===== config.mk =====
export PLATFORM = sky130hd
export DESIGN_NAME = olcb_cell
export DESIGN_NICKNAME = d
export VERILOG_FILES = /design/src/rtl/olcb_pkg.sv /design/src/rtl/olcb_rst_sync.sv /design/src/rtl/olcb_cfg_chain.sv /design/src/rtl/olcb_lut.sv /design/src/rtl/olcb_out_path.sv /design/src/rtl/olcb_cell.sv
export SDC_FILE = /design/constraint.sdc
export NUM_CORES = 1
export LEC_CHECK = 0
export ABC_AREA = 1
export BUFFER_PORTS_ARGS = -buffer_cell sky130_fd_sc_hd__buf_2
export CORE_ASPECT_RATIO = 1.1
export CORE_MARGIN = 4
export CORE_UTILIZATION = 64
export CTS_CLUSTER_DIAMETER = 40
export DETAILED_ROUTE_END_ITERATION = 10
export PLACE_DENSITY = 0.88
export SETUP_SLACK_MARGIN = 0.15
export SKIP_LAST_GASP = 1
export SLEW_MARGIN = 0
export SYNTH_ARGS = -nofsm -noshare
export SYNTH_HDL_FRONTEND = slang
export SYNTH_SLANG_ARGS = --single-unit

===== constraint.sdc =====
create_clock -name clk -period 3.5 [get_ports clk]
set_clock_uncertainty 0.15 [all_clocks]
set_input_delay 0.525 -clock clk [delete_from_list [all_inputs] [get_ports clk]]
set_output_delay 0.525 -clock clk [all_outputs]
set_load 0.1 [all_outputs]

===== src/rtl/olcb_pkg.sv =====
package olcb_pkg;
  typedef enum logic [1:0] {
    SRC_A   = 2'd0,
    SRC_B   = 2'd1,
    SRC_C   = 2'd2,
    SRC_MAJ = 2'd3
  } src_e;

  function automatic logic maj3(input logic x, input logic y, input logic z);
    return (x & y) | (x & z) | (y & z);
  endfunction
endpackage


===== src/rtl/olcb_rst_sync.sv =====
module olcb_rst_sync #(
  parameter int STAGES = 2
) (
  input  logic clk,
  input  logic rst_n,
  output logic rst_sync_n
);
  logic [STAGES-1:0] sh_q;
  logic [STAGES-1:0] sh_d;

  always_comb begin
    sh_d = {sh_q[STAGES-2:0], 1'b1};
  end

  always_ff @(posedge clk or negedge rst_n) begin
    if (!rst_n) sh_q <= '0;
    else        sh_q <= sh_d;
  end

  assign rst_sync_n = sh_q[STAGES-1];
endmodule


===== src/rtl/olcb_cfg_chain.sv =====
module olcb_cfg_chain #(
  parameter int W = 54
) (
  input  logic         clk,
  input  logic         rst_n,
  input  logic         shift_en,
  input  logic         sin,
  output logic [W-1:0] word_q,
  output logic         sout
);
  logic [W-1:0] word_d;

  always_comb begin
    word_d = word_q;
    if (shift_en) word_d = {word_q[W-2:0], sin};
  end

  always_ff @(posedge clk or negedge rst_n) begin
    if (!rst_n) word_q <= '0;
    else        word_q <= word_d;
  end

  assign sout = word_q[W-1];
endmodule


===== src/rtl/olcb_lut.sv =====
module olcb_lut #(
  parameter int K = 4,
  localparam int N = 1 << K
) (
  input  logic [N-1:0] table_bits,
  input  logic [K-1:0] idx,
  output logic         y
);
  assign y = table_bits[idx];
endmodule


===== src/rtl/olcb_out_path.sv =====
module olcb_out_path
  import olcb_pkg::*;
#(
  parameter int SEL_W = 2
) (
  input  logic             clk,
  input  logic             rst_n,
  input  logic             hold,
  input  logic [2:0]       lut_y,
  input  logic [SEL_W-1:0] sel,
  input  logic             use_reg,
  output logic             q,
  output logic             y
);
  logic comb_v;
  logic q_d;

  always_comb begin
    unique case (src_e'(sel))
      SRC_A:   comb_v = lut_y[0];
      SRC_B:   comb_v = lut_y[1];
      SRC_C:   comb_v = lut_y[2];
      default: comb_v = maj3(lut_y[0], lut_y[1], lut_y[2]);
    endcase
  end

  always_comb begin
    q_d = q;
    if (!hold) q_d = comb_v;
  end

  always_ff @(posedge clk or negedge rst_n) begin
    if (!rst_n) q <= 1'b0;
    else        q <= q_d;
  end

  assign y = hold ? 1'b0 : (use_reg ? q : comb_v);
endmodule


===== src/rtl/olcb_cell.sv =====
module olcb_cell #(
  parameter int LUT_K = 4,
  parameter int SEL_W = 2
) (
  input  logic             clk,
  input  logic             rst_n,
  input  logic             cfg_en,
  input  logic             cfg_in,
  output logic             cfg_out,
  input  logic [LUT_K-1:0] a_in,
  input  logic [LUT_K-1:0] b_in,
  input  logic [LUT_K-1:0] c_in,
  output logic             f_out,
  output logic             g_out
);
  localparam int N_LUT    = 3;
  localparam int N_PATH   = 2;
  localparam int LUT_BITS = 1 << LUT_K;
  localparam int SEL_BASE = N_LUT * LUT_BITS;
  localparam int REG_BASE = SEL_BASE + N_PATH * SEL_W;
  localparam int CFG_W    = REG_BASE + N_PATH;

  logic                         rst_i;
  logic [CFG_W-1:0]             cfg_q;
  logic [N_LUT-1:0][LUT_K-1:0]  lut_in;
  logic [N_LUT-1:0]             lut_y;
  logic [N_PATH-1:0]            ffq;
  logic [N_PATH-1:0]            path_y;

  olcb_rst_sync #(.STAGES(2)) u_rst (
    .clk        (clk),
    .rst_n      (rst_n),
    .rst_sync_n (rst_i)
  );

  olcb_cfg_chain #(.W(CFG_W)) u_chain (
    .clk      (clk),
    .rst_n    (rst_i),
    .shift_en (cfg_en),
    .sin      (cfg_in),
    .word_q   (cfg_q),
    .sout     (cfg_out)
  );

  assign lut_in = {c_in, b_in, a_in};

  for (genvar i = 0; i < N_LUT; i++) begin : g_lut
    olcb_lut #(.K(LUT_K)) u_lut (
      .table_bits (cfg_q[i*LUT_BITS +: LUT_BITS]),
      .idx        (lut_in[i]),
      .y          (lut_y[i])
    );
  end

  for (genvar p = 0; p < N_PATH; p++) begin : g_path
    olcb_out_path #(.SEL_W(SEL_W)) u_path (
      .clk     (clk),
      .rst_n   (rst_i),
      .hold    (cfg_en),
      .lut_y   (lut_y),
      .sel     (cfg_q[SEL_BASE + p*SEL_W +: SEL_W]),
      .use_reg (cfg_q[REG_BASE + p]),
      .q       (ffq[p]),
      .y       (path_y[p])
    );
  end

  assign f_out = path_y[0];
  assign g_out = path_y[1];
endmodule


==> results of run 1 <==
==> per-layer routing <==
metal	track usage, %	share of wire, %
met5	0	0
met4	11.3	1.6
met3	3.89	4.5
met2	35.1	49
met1	27.5	45
==> what timing repair did <==
item                                    4_1_cts  5_1_grt
endpoints found under the setup margin        0        0
hold buffers                                  1        0
hold endpoints to repair                      2        0
==> kinds of logic (layout without fill, tap and decap cells) <==
| logic type | after synthesis | in the layout | share of synthesized area, % |
|---|---|---|---|
| DFF | 58 | 58 | 51.4 |
| buffers and inverters | 79 | 102 | 11.6 |
| AOI/OAI and AO/OA | 57 | 57 | 10.5 |
| other | 1 | 1 | 0.133 |
| and+or+nand+nor | 178 | 178 | 26.4 |
==> final cells by class <==
type                       count  area [um^2]  share of cell area [%]
clock inverter                 5         77.6                    2.46
clock buffer                  11          141                    4.49
multi-input combinational    236         1040                    33.1
tap                           54         67.6                    2.15
sequential                    58         1450                    46.1
timing repair buffer          21          115                    3.66
inverter                      65          251                    7.99
==> layout by cell type (no fill, tap or decap), types with 3 or more instances in the layout <==
cell | netlist | layout
inv_1 | 60 | 60
nand2_2 | 5 | 5
dfrtp_1 | 58 | 57
inv_4 | 3 | 3
nor2_1 | 8 | 8
o21ai_0 | 54 | 54
nand2_1 | 120 | 120
nand3_1 | 40 | 40
buf_2 | 1 | 18
clkbuf_8 | 0 | 10
==> power groups by stage <==
stage	clock network [uW]	logic, uW	registers [uW]
after floorplan	0	260	855
after global placement	0	328	848
after detailed placement	0	339	854
after CTS	688	344	843
after global routing	727	395	858
final	681	341	843
==> synth_stat cells (all sizes together) <==
cell | instances | area, um^2
nor2 | 10 | 42.5
conb | 1 | 3.75
inv | 64 | 248
o21ai | 54 | 270
clkbuf | 6 | 22.5
clkinv | 1 | 3.75
nand3 | 40 | 200
nand3b | 1 | 7.51
dfrtp | 58 | 1450
a21oi | 2 | 17.5
nand4 | 2 | 12.5
nand2 | 125 | 482
buf | 8 | 53.8
o211ai | 1 | 7.51
==> flip-flops by register name, indices dropped and copies added, names as in the netlist <==
name	count
g_path.u_path.q	2
u_chain.word_q	54
u_rst.sh_q	2
==> through the flow <==
stage	setup slack, ns	hold slack, ns	power [uW]	instances	utilization [%]
2_1_floorplan	0.619	0.0794	1110	373	-
3_3_place_gp	0.756	0.160	1180	433	68.1
3_5_place_dp	0.718	0.161	1190	433	68.1
4_1_cts	0.719	0.196	1880	450	73.5
5_1_grt	0.554	0.215	1980	450	73.5
6_report	0.720	0.170	1860	450	73.5
==> critical path, cell delays in order <==
cell and delay, ns:
buf_2 0.20, inv_4 0.09, nand2_1 0.08, nand3_1 0.07
nand3_1 0.07, nand3_1 0.09, nand2_2 0.12, nand2_1 0.06
nand2_1 0.06, nor2_1 0.04, nor2_2 0.07, nand2_1 0.08
a21oi_2 0.11, buf_2 0.43
==> final timing paths <==
| path | endpoint | slack [ns] | cells after the start |
|---|---|---|---|
| max | g_out | 0.72 | 14 |
| min | u_chain.word_q[50] | 0.17 | 0 |
| max reg2reg | g_path[1].u_path.q | 1.95 | 12 |
| min reg2reg | u_chain.word_q[50] | 0.17 | 0 |
| max in group asynchronous | u_chain.word_q[45] | 2.26 | 1 |
| min in group clk | u_rst.sh_q[1] | 0.20 | 0 |
==> results.cfg, run 1 <==
[synth]
synth.net_count = 389
syn_area_um2 = 2820
ys_seq_area_share_pct = 51.4
synth_seq_cells = 58
syn_area_per_cell_um2 = 7.57
yosysWarnings = 0
synthCells = 373
synth.distinct_cells = 20

[drt]
drt_iter0_drc = 124
wl_per_cell_um = 11.8
vias_per_cell = 5.14
dr.pass1.iters = 6
vias = 2313
wl_um = 5290
drc = 0
final_antenna_net_count = 0

[critical_path]
path_class = in -> out
crit_path_start_kind = primary input
cp-startpoint = b_in[0]
worst_ep_required_time_ns = 2.82
crit_arrival_ns = 2.10
end_kind = primary output
r2r_start = u_chain.word_q[21]
path_max_fanout = 9

[power_and_ir_drop]
pwr-share-comb_pct = 18.3
leakage_uw = 0.00161
p_seq_share_pct = 45.2
switching_share_pct = 30.5
peakVddDrop_mv = 0.369
p_sw_uw = 569
clkPwrFrac_pct = 36.5
p_int_uw = 1300
power.density_nw_per_um2 = 592

[grt]
antenna_found_initial = 0
grt_usage_pct = 21.7
grt_pass1_wl_um = 9560
grt_pass1_vias = 2276
grt_max_degree = 86
globalRouteOverflowTotal = 0

[floorplan]
design.core.area_um2 = 4290
rows = 25
dieArea_um2 = 5540
initial_utilization_pct = 65.9
die-height_um = 77.7
die_w_um = 71.3
io_pins = 19

[cells_and_area]
final_cell_area_um2 = 3150
drive_gt1_share_pct = 12.4
nets = 407
area_growth_pct = 11.6
diodes = 0
fillCellCount = 338

[sta]
drv_slew = 0
maxClockFrequency_ghz = 0.360
hold_viol = 0
min_period_ns = 2.78
setup_viol = 0
tightestPinTransition_ns = 0.702
finalSetupTns_ns = 0
relSlewSlack_pct = 53.2
rsz0062_at_grt = no
finalCritPeriodShare_pct = 79.4

[run_status]
outcome = finished clean

[clocking]
cts_max_level = 3
cts_tree = yes
cts_setup_buffers = 0
cts-root-buf = clkbuf_8
cts_resized = 0
cts_buffers = 9
clkSinkCount = 58
path_clk_slew_ns = 0.06
clock_latency_ns = 0.34
cts_buffer_depth = 2

[job]
cap_viol_max_count = 0

[place]
io_buffer_count = 18
routabilityCongestion = 0.799
hpwl_um = 3580
placed_cell_area_um2 = 2920

[worst_hold_path]
hp-class = reg -> async
Note: power is estimated with default switching activity, not from simulation.
==> run 2: changes to the inputs <==
--- a/config.mk
+++ b/config.mk
@@ -9,10 +9,10 @@
 export BUFFER_PORTS_ARGS = -buffer_cell sky130_fd_sc_hd__buf_2
 export CORE_ASPECT_RATIO = 1.1
 export CORE_MARGIN = 4
-export CORE_UTILIZATION = 64
+export CORE_UTILIZATION = 60
 export CTS_CLUSTER_DIAMETER = 40
 export DETAILED_ROUTE_END_ITERATION = 10
-export PLACE_DENSITY = 0.88
+export PLACE_DENSITY = 0.83
 export SETUP_SLACK_MARGIN = 0.15
 export SKIP_LAST_GASP = 1
 export SLEW_MARGIN = 0
==> constraint.sdc (replaced) <==
create_clock -name clk -period 2.9 [get_ports clk]
set_clock_uncertainty 0.15 [all_clocks]
set_input_delay 0.435 -clock clk [delete_from_list [all_inputs] [get_ports clk]]
set_output_delay 0.435 -clock clk [all_outputs]
set_load 0.1 [all_outputs]
==> results.cfg, run 2 (synthesized netlist as in run 1, its figures left out) <==
[run_status]
outcome = finished clean

[cells_and_area]
top_register = u_chain.word_q
largest_register_ff_count = 54
final_common_cell = nand2_1
reg_top3 = u_chain.word_q: 54 flops, g_path.u_path.q: 2 flops, u_rst.sh_q: 2 flops
drive_gt1_share_pct = 12.4
fin_cells = 450
area_growth_pct = 10.7
diodes = 0
fillCellCount = 339
layout_common_cells = 120 x nand2_1, 60 x inv_1, 57 x dfrtp_1
nets = 408

[clocking]
clock_latency_ns = 0.33
cts_max_level = 3
cts_setup_buffers = 0
path_clk_slew_ns = 0.06
clkSinkCount = 58
cts_buffer_depth = 2
cts_tree = yes
cts_buffers = 9
cts-root-buf = clkbuf_8

[grt]
grt_max_degree = 64
grt_usage_pct = 20.8
globalRouteOverflowTotal = 0
antenna_found_initial = 0
grt_pass1_wl_um = 9430
grt_pass1_vias = 2095

[power_and_ir_drop]
p_total_uw = 2080
power.density_nw_per_um2 = 665
peakVddDrop_mv = 0.470
leakage_uw = 0.00161

[drt]
drc = 0
final_antenna_net_count = 0
dr.pass1.iters = 4
wl_um = 5040
vias = 2296
wl_per_cell_um = 11.2
drt_iter0_drc = 178
vias_per_cell = 5.10

[sta]
tightestPinTransition_ns = 0.597
hold_ws_ns = 0.128
min_period_ns = 2.53
setup_viol = 0
drv_slew = 0
rsz0062_at_grt = yes
fin_ws_ns = 0.370
finalCritPeriodShare_pct = 87.2
maxClockFrequency_ghz = 0.395
relSlewSlack_pct = 60.2
hold_viol = 0
finalSetupTns_ns = 0

[critical_path]
path_max_fanout = 4
crit_family = simple AND/OR/NAND/NOR gates
crit_path_start_kind = register
worst_ep_required_time_ns = 2.32
crit_buf_inv = 2
end_kind = primary output
slowest_delay_ns = 0.36
crit_arrival_ns = 1.94
cp_common_cell = nand2_1
critical_path.slowest_cell = dfrtp_1
path_class = reg -> out
path_cells = inv_1, nand2_1, nand3_1, nand3_1, nand3_1, nand2_2, nand2_1, nand2_1, nor2_1, nor2_2, nand2_1, a21oi_2, clkbuf_4

[floorplan]
io_pins = 19
die-height_um = 79.9
dieArea_um2 = 5870
rows = 25
initial_utilization_pct = 64.0
die_w_um = 73.4
design.core.area_um2 = 4410

[place]
routabilityCongestion = 0.854
dp.cells = 434
io_buffer_count = 18
hpwl_um = 3540
pre_cts_ws_ns = 0.340

[worst_hold_path]
hp-class = reg -> async

[job]
cap_viol_max_count = 0
## run 2: final cells by class
type,count,area (um^2),share of cell area [%]
Multi-Input combinational cell,236,1040,33.4
Sequential cell,58,1450,46.5
Clock inverter,3,15.0,0.480
Timing Repair Buffer,22,140,4.48
Tap cell,54,67.6,2.16
Clock buffer,12,155,4.96
Inverter,65,251,8.05
## run 2: worst paths after layout
path                            cells after the start  slack [ns]                  to               start
min in group clk                                    3        0.17   u_chain.word_q[0]              cfg_in
worst min-delay path                                0        0.13   u_chain.word_q[4]       u_rst.sh_q[1]
worst max register to register                     12        1.36  g_path[1].u_path.q  u_chain.word_q[31]
worst max-delay path                               13        0.37               g_out  u_chain.word_q[31]
worst min register to register                      0        0.13   u_chain.word_q[4]       u_rst.sh_q[1]
max in group asynchronous                           1        1.91  u_chain.word_q[26]       u_rst.sh_q[1]
## run 2: where the power goes
group | total (uW) | internal [uW] | switching, uW
clock network | 647 | 347 | 299
registers | 1020 | 937 | 78.2
logic | 417 | 130 | 287
## run 2: repair_timing
| action | 4_1_cts | 5_1_grt |
|---|---|---|
| hold buffers | 1 | 0 |
| resized for setup | 0 | 2 |
| endpoints found under the setup margin | 0 | 2 |
| hold endpoints to repair | 2 | 0 |
## run 2: metal layers
layer | part of all wire (%) | global-route usage [%] | vias up
li1 | - | - | 1191
met1 | 47 | 28.3 | 1047
met2 | 46 | 30.9 | 42
met3 | 4.1 | 4.28 | 16
met4 | 2.9 | 11.8 | 0
met5 | 0 | 0 | -
## run 2: through the flow
| step | utilization [%] | area, um^2 |
|---|---|---|
| finish | 70.9 | 3130 |
| global placement | 66.7 | 2940 |
| floorplan | - | 2820 |
| detailed placement | 66.7 | 2940 |
| CTS | 70.8 | 3120 |
| global route | 70.9 | 3130 |
==> run 3: changes to the inputs <==
--- a/config.mk
+++ b/config.mk
@@ -8,7 +8,7 @@
 export ABC_AREA = 1
 export BUFFER_PORTS_ARGS = -buffer_cell sky130_fd_sc_hd__buf_2
 export CORE_ASPECT_RATIO = 1.1
-export CORE_MARGIN = 4
+export CORE_MARGIN = 2
 export CORE_UTILIZATION = 60
 export CTS_CLUSTER_DIAMETER = 40
 export DETAILED_ROUTE_END_ITERATION = 10
@@ -18,4 +18,5 @@
 export SLEW_MARGIN = 0
 export SYNTH_ARGS = -nofsm -noshare
 export SYNTH_HDL_FRONTEND = slang
+export SYNTH_HIERARCHICAL = 1
 export SYNTH_SLANG_ARGS = --single-unit
==> results.cfg, run 3 <==
[synth]
yosysMostFrequentCell = nand2_1
synth.distinct_cells = 13
synth_top_area_share_pct = 47.1
synthTopCellsByArea = dfrtp_1 47%, nand2_1 28%, nand3_1 7.1%
synthTopCellsByCount = 232 x nand2_1, 58 x dfrtp_1, 53 x inv_1, 44 x nand3_1, 15 x nand2_2
ys_seq_area_share_pct = 47.1
synth.net_count = 452
synth_ff_type = dfrtp_1
synthCells = 436
synth_seq_cells = 58
ys_async_sr_fraction_pct = 100
yosysWarnings = 6
syn_area_um2 = 3080
syn_area_per_cell_um2 = 7.07
synth-edff-count = 0
synth.largest_area_cell = dfrtp_1

[power_and_ir_drop]
peakVddDrop_mv = 0.376
power.density_nw_per_um2 = 546
leakage_uw = 0.00195

[floorplan]
die-height_um = 79.2
die_w_um = 72.3
rows = 27
dieArea_um2 = 5730
io_pins = 19
design.core.area_um2 = 4970
initial_utilization_pct = 62.1

[sta]
finalCritPeriodShare_pct = 86.1
min_period_ns = 2.50
fin_ws_ns = 0.404
rsz0062_at_grt = no
finalSetupTns_ns = 0
hold_viol = 0
drv_slew = 0
setup_viol = 0
maxClockFrequency_ghz = 0.401

[critical_path]
r2r_start = u_chain/word_q[23]
path_max_fanout = 6
worst_ep_required_time_ns = 2.32
reg2reg_depth = 12
rr_endpoint = g_path[1].u_path/q
r2r_slack_ns = 1.29
end_kind = primary output
crit_arrival_ns = 1.91
path_class = reg -> out
crit_path_start_kind = register

[place]
placed_cell_area_um2 = 3160
hpwl_um = 3860
io_buffer_count = 18
pre_cts_ws_ns = 0.465
routabilityCongestion = 0.885
dp.cells = 501

[cells_and_area]
largest_register_ff_count = 54
fin_cells = 518
reg_top3 = u_chain/word_q: 54 flops, g_path.u_path/q: 2 flops, u_rst/sh_q: 2 flops
final_cell_area_um2 = 3340
layout_common_cells = 229 x nand2_1, 57 x dfrtp_1, 53 x inv_1
nets = 472
area_growth_pct = 8.32
top_register = u_chain/word_q
drive_gt1_share_pct = 13.9
final_common_cell = nand2_1
diodes = 0

[drt]
wl_met2_um = 2890
vias = 2564
drc = 0
vias_per_cell = 4.95
wl_per_cell_um = 11.4
m1WireLength_um = 2680
dr.pass1.iters = 5
wl_met3_um = 231
final_antenna_net_count = 0
wl_um = 5900
highest_layer = met4
drt_iter0_drc = 168

[clocking]
clkSinkCount = 58
path_clk_slew_ns = 0.07
cts_setup_buffers = 0
cts_tree = yes
cts_buffers = 9
clock_latency_ns = 0.34
cts_max_level = 3
cts_buffer_depth = 2
cts-root-buf = clkbuf_8

[worst_hold_path]
hp-class = reg -> async

[grt]
grt_pass1_wl_um = 10800
grt_max_degree = 55
grt_usage_pct = 24.5
grt_pass1_vias = 2516
globalRouteOverflowTotal = 0
antenna_found_initial = 0

[run_status]
outcome = finished clean

[job]
cap_viol_max_count = 0
==> run 3: cell types whose count changed in the layout (fill, tap and decap cells not counted), moves of 3 or more <==
cell,previous run,this run
o21ai_0,54,0
nand2_2,5,18
nand2_1,120,229
inv_8,0,3
inv_1,60,53
nand3_1,40,44
inv_2,1,6
inv_4,3,0
==> run 3: worst max path at each step <==
| stage | slack [ns] | from | endpoint |
|---|---|---|---|
| floorplan | 0.39 | a_in[0] | f_out |
| global placement | 0.49 | a_in[0] | f_out |
| detailed placement | 0.47 | a_in[0] | g_out |
| CTS | 0.34 | u_chain/word_q[47] | g_out |
| global route | 0.18 | u_chain/word_q[8] | g_out |
| finish | 0.40 | u_chain/word_q[23] | g_out |
==> run 3: final cells by class <==
cell class	count	area, um^2
clock buffer	11	131
clock inverter	4	20.0
fill	400	1630
inverter	63	264
multi-input combinational	300	1230
sequential	58	1450
tap	58	72.6
timing repair buffer	24	170
==> run 3: power by group <==
group | internal, uW | switching, uW | total [uW]
Combinational | 100 | 182 | 282
Clock | 299 | 306 | 605
Sequential | 879 | 57.8 | 937
Total | 1280 | 546 | 1820
==> run 3: kinds of logic after synthesis <==
logic type | Yosys count | share of synthesized area (%)
simple gates | 299 | 39.5
other cells | 1 | 0.122
flops | 58 | 47.1
buf+inv | 78 | 13.3
==> run 3: worst max-delay path, stage by stage (launching register included) <==
cell	delay [ns]
dfrtp_1	0.40
inv_1	0.07
nand2_1	0.04
nand3_1	0.08
nand3_1	0.08
nand3_1	0.11
nand2_2	0.10
nand3_1	0.10
nand2_1	0.06
nor2_1	0.13
nand3_1	0.09
nand2_1	0.08
inv_1	0.07
buf_12	0.17
==> run 3: timing repair <==
item                                    4_1_cts  5_1_grt
hold buffers                                  2        0
resized for setup                             0        3
hold endpoints to repair                      9        0
endpoints found under the setup margin        0        2
==> run 3: metrics by stage <==
| step | power, uW | util [%] | hold WS, ns |
|---|---|---|---|
| after floorplan | 1160 | - | -0.0106 |
| after global placement | 1220 | 63.6 | -0.0318 |
| after detailed placement | 1230 | 63.6 | -0.0294 |
| after CTS | 1840 | 67.1 | 0.121 |
| after global routing | 1940 | 67.2 | 0.146 |
| final | 1820 | 67.2 | 0.114 |
==> run 3: per-layer routing <==
metal | up-vias | global-route usage (%)
met3 | 8 | 6.85
li1 | 1324 | -
met1 | 1190 | 30.7
met4 | 0 | 11.9
met2 | 42 | 38.9
met5 | - | 0
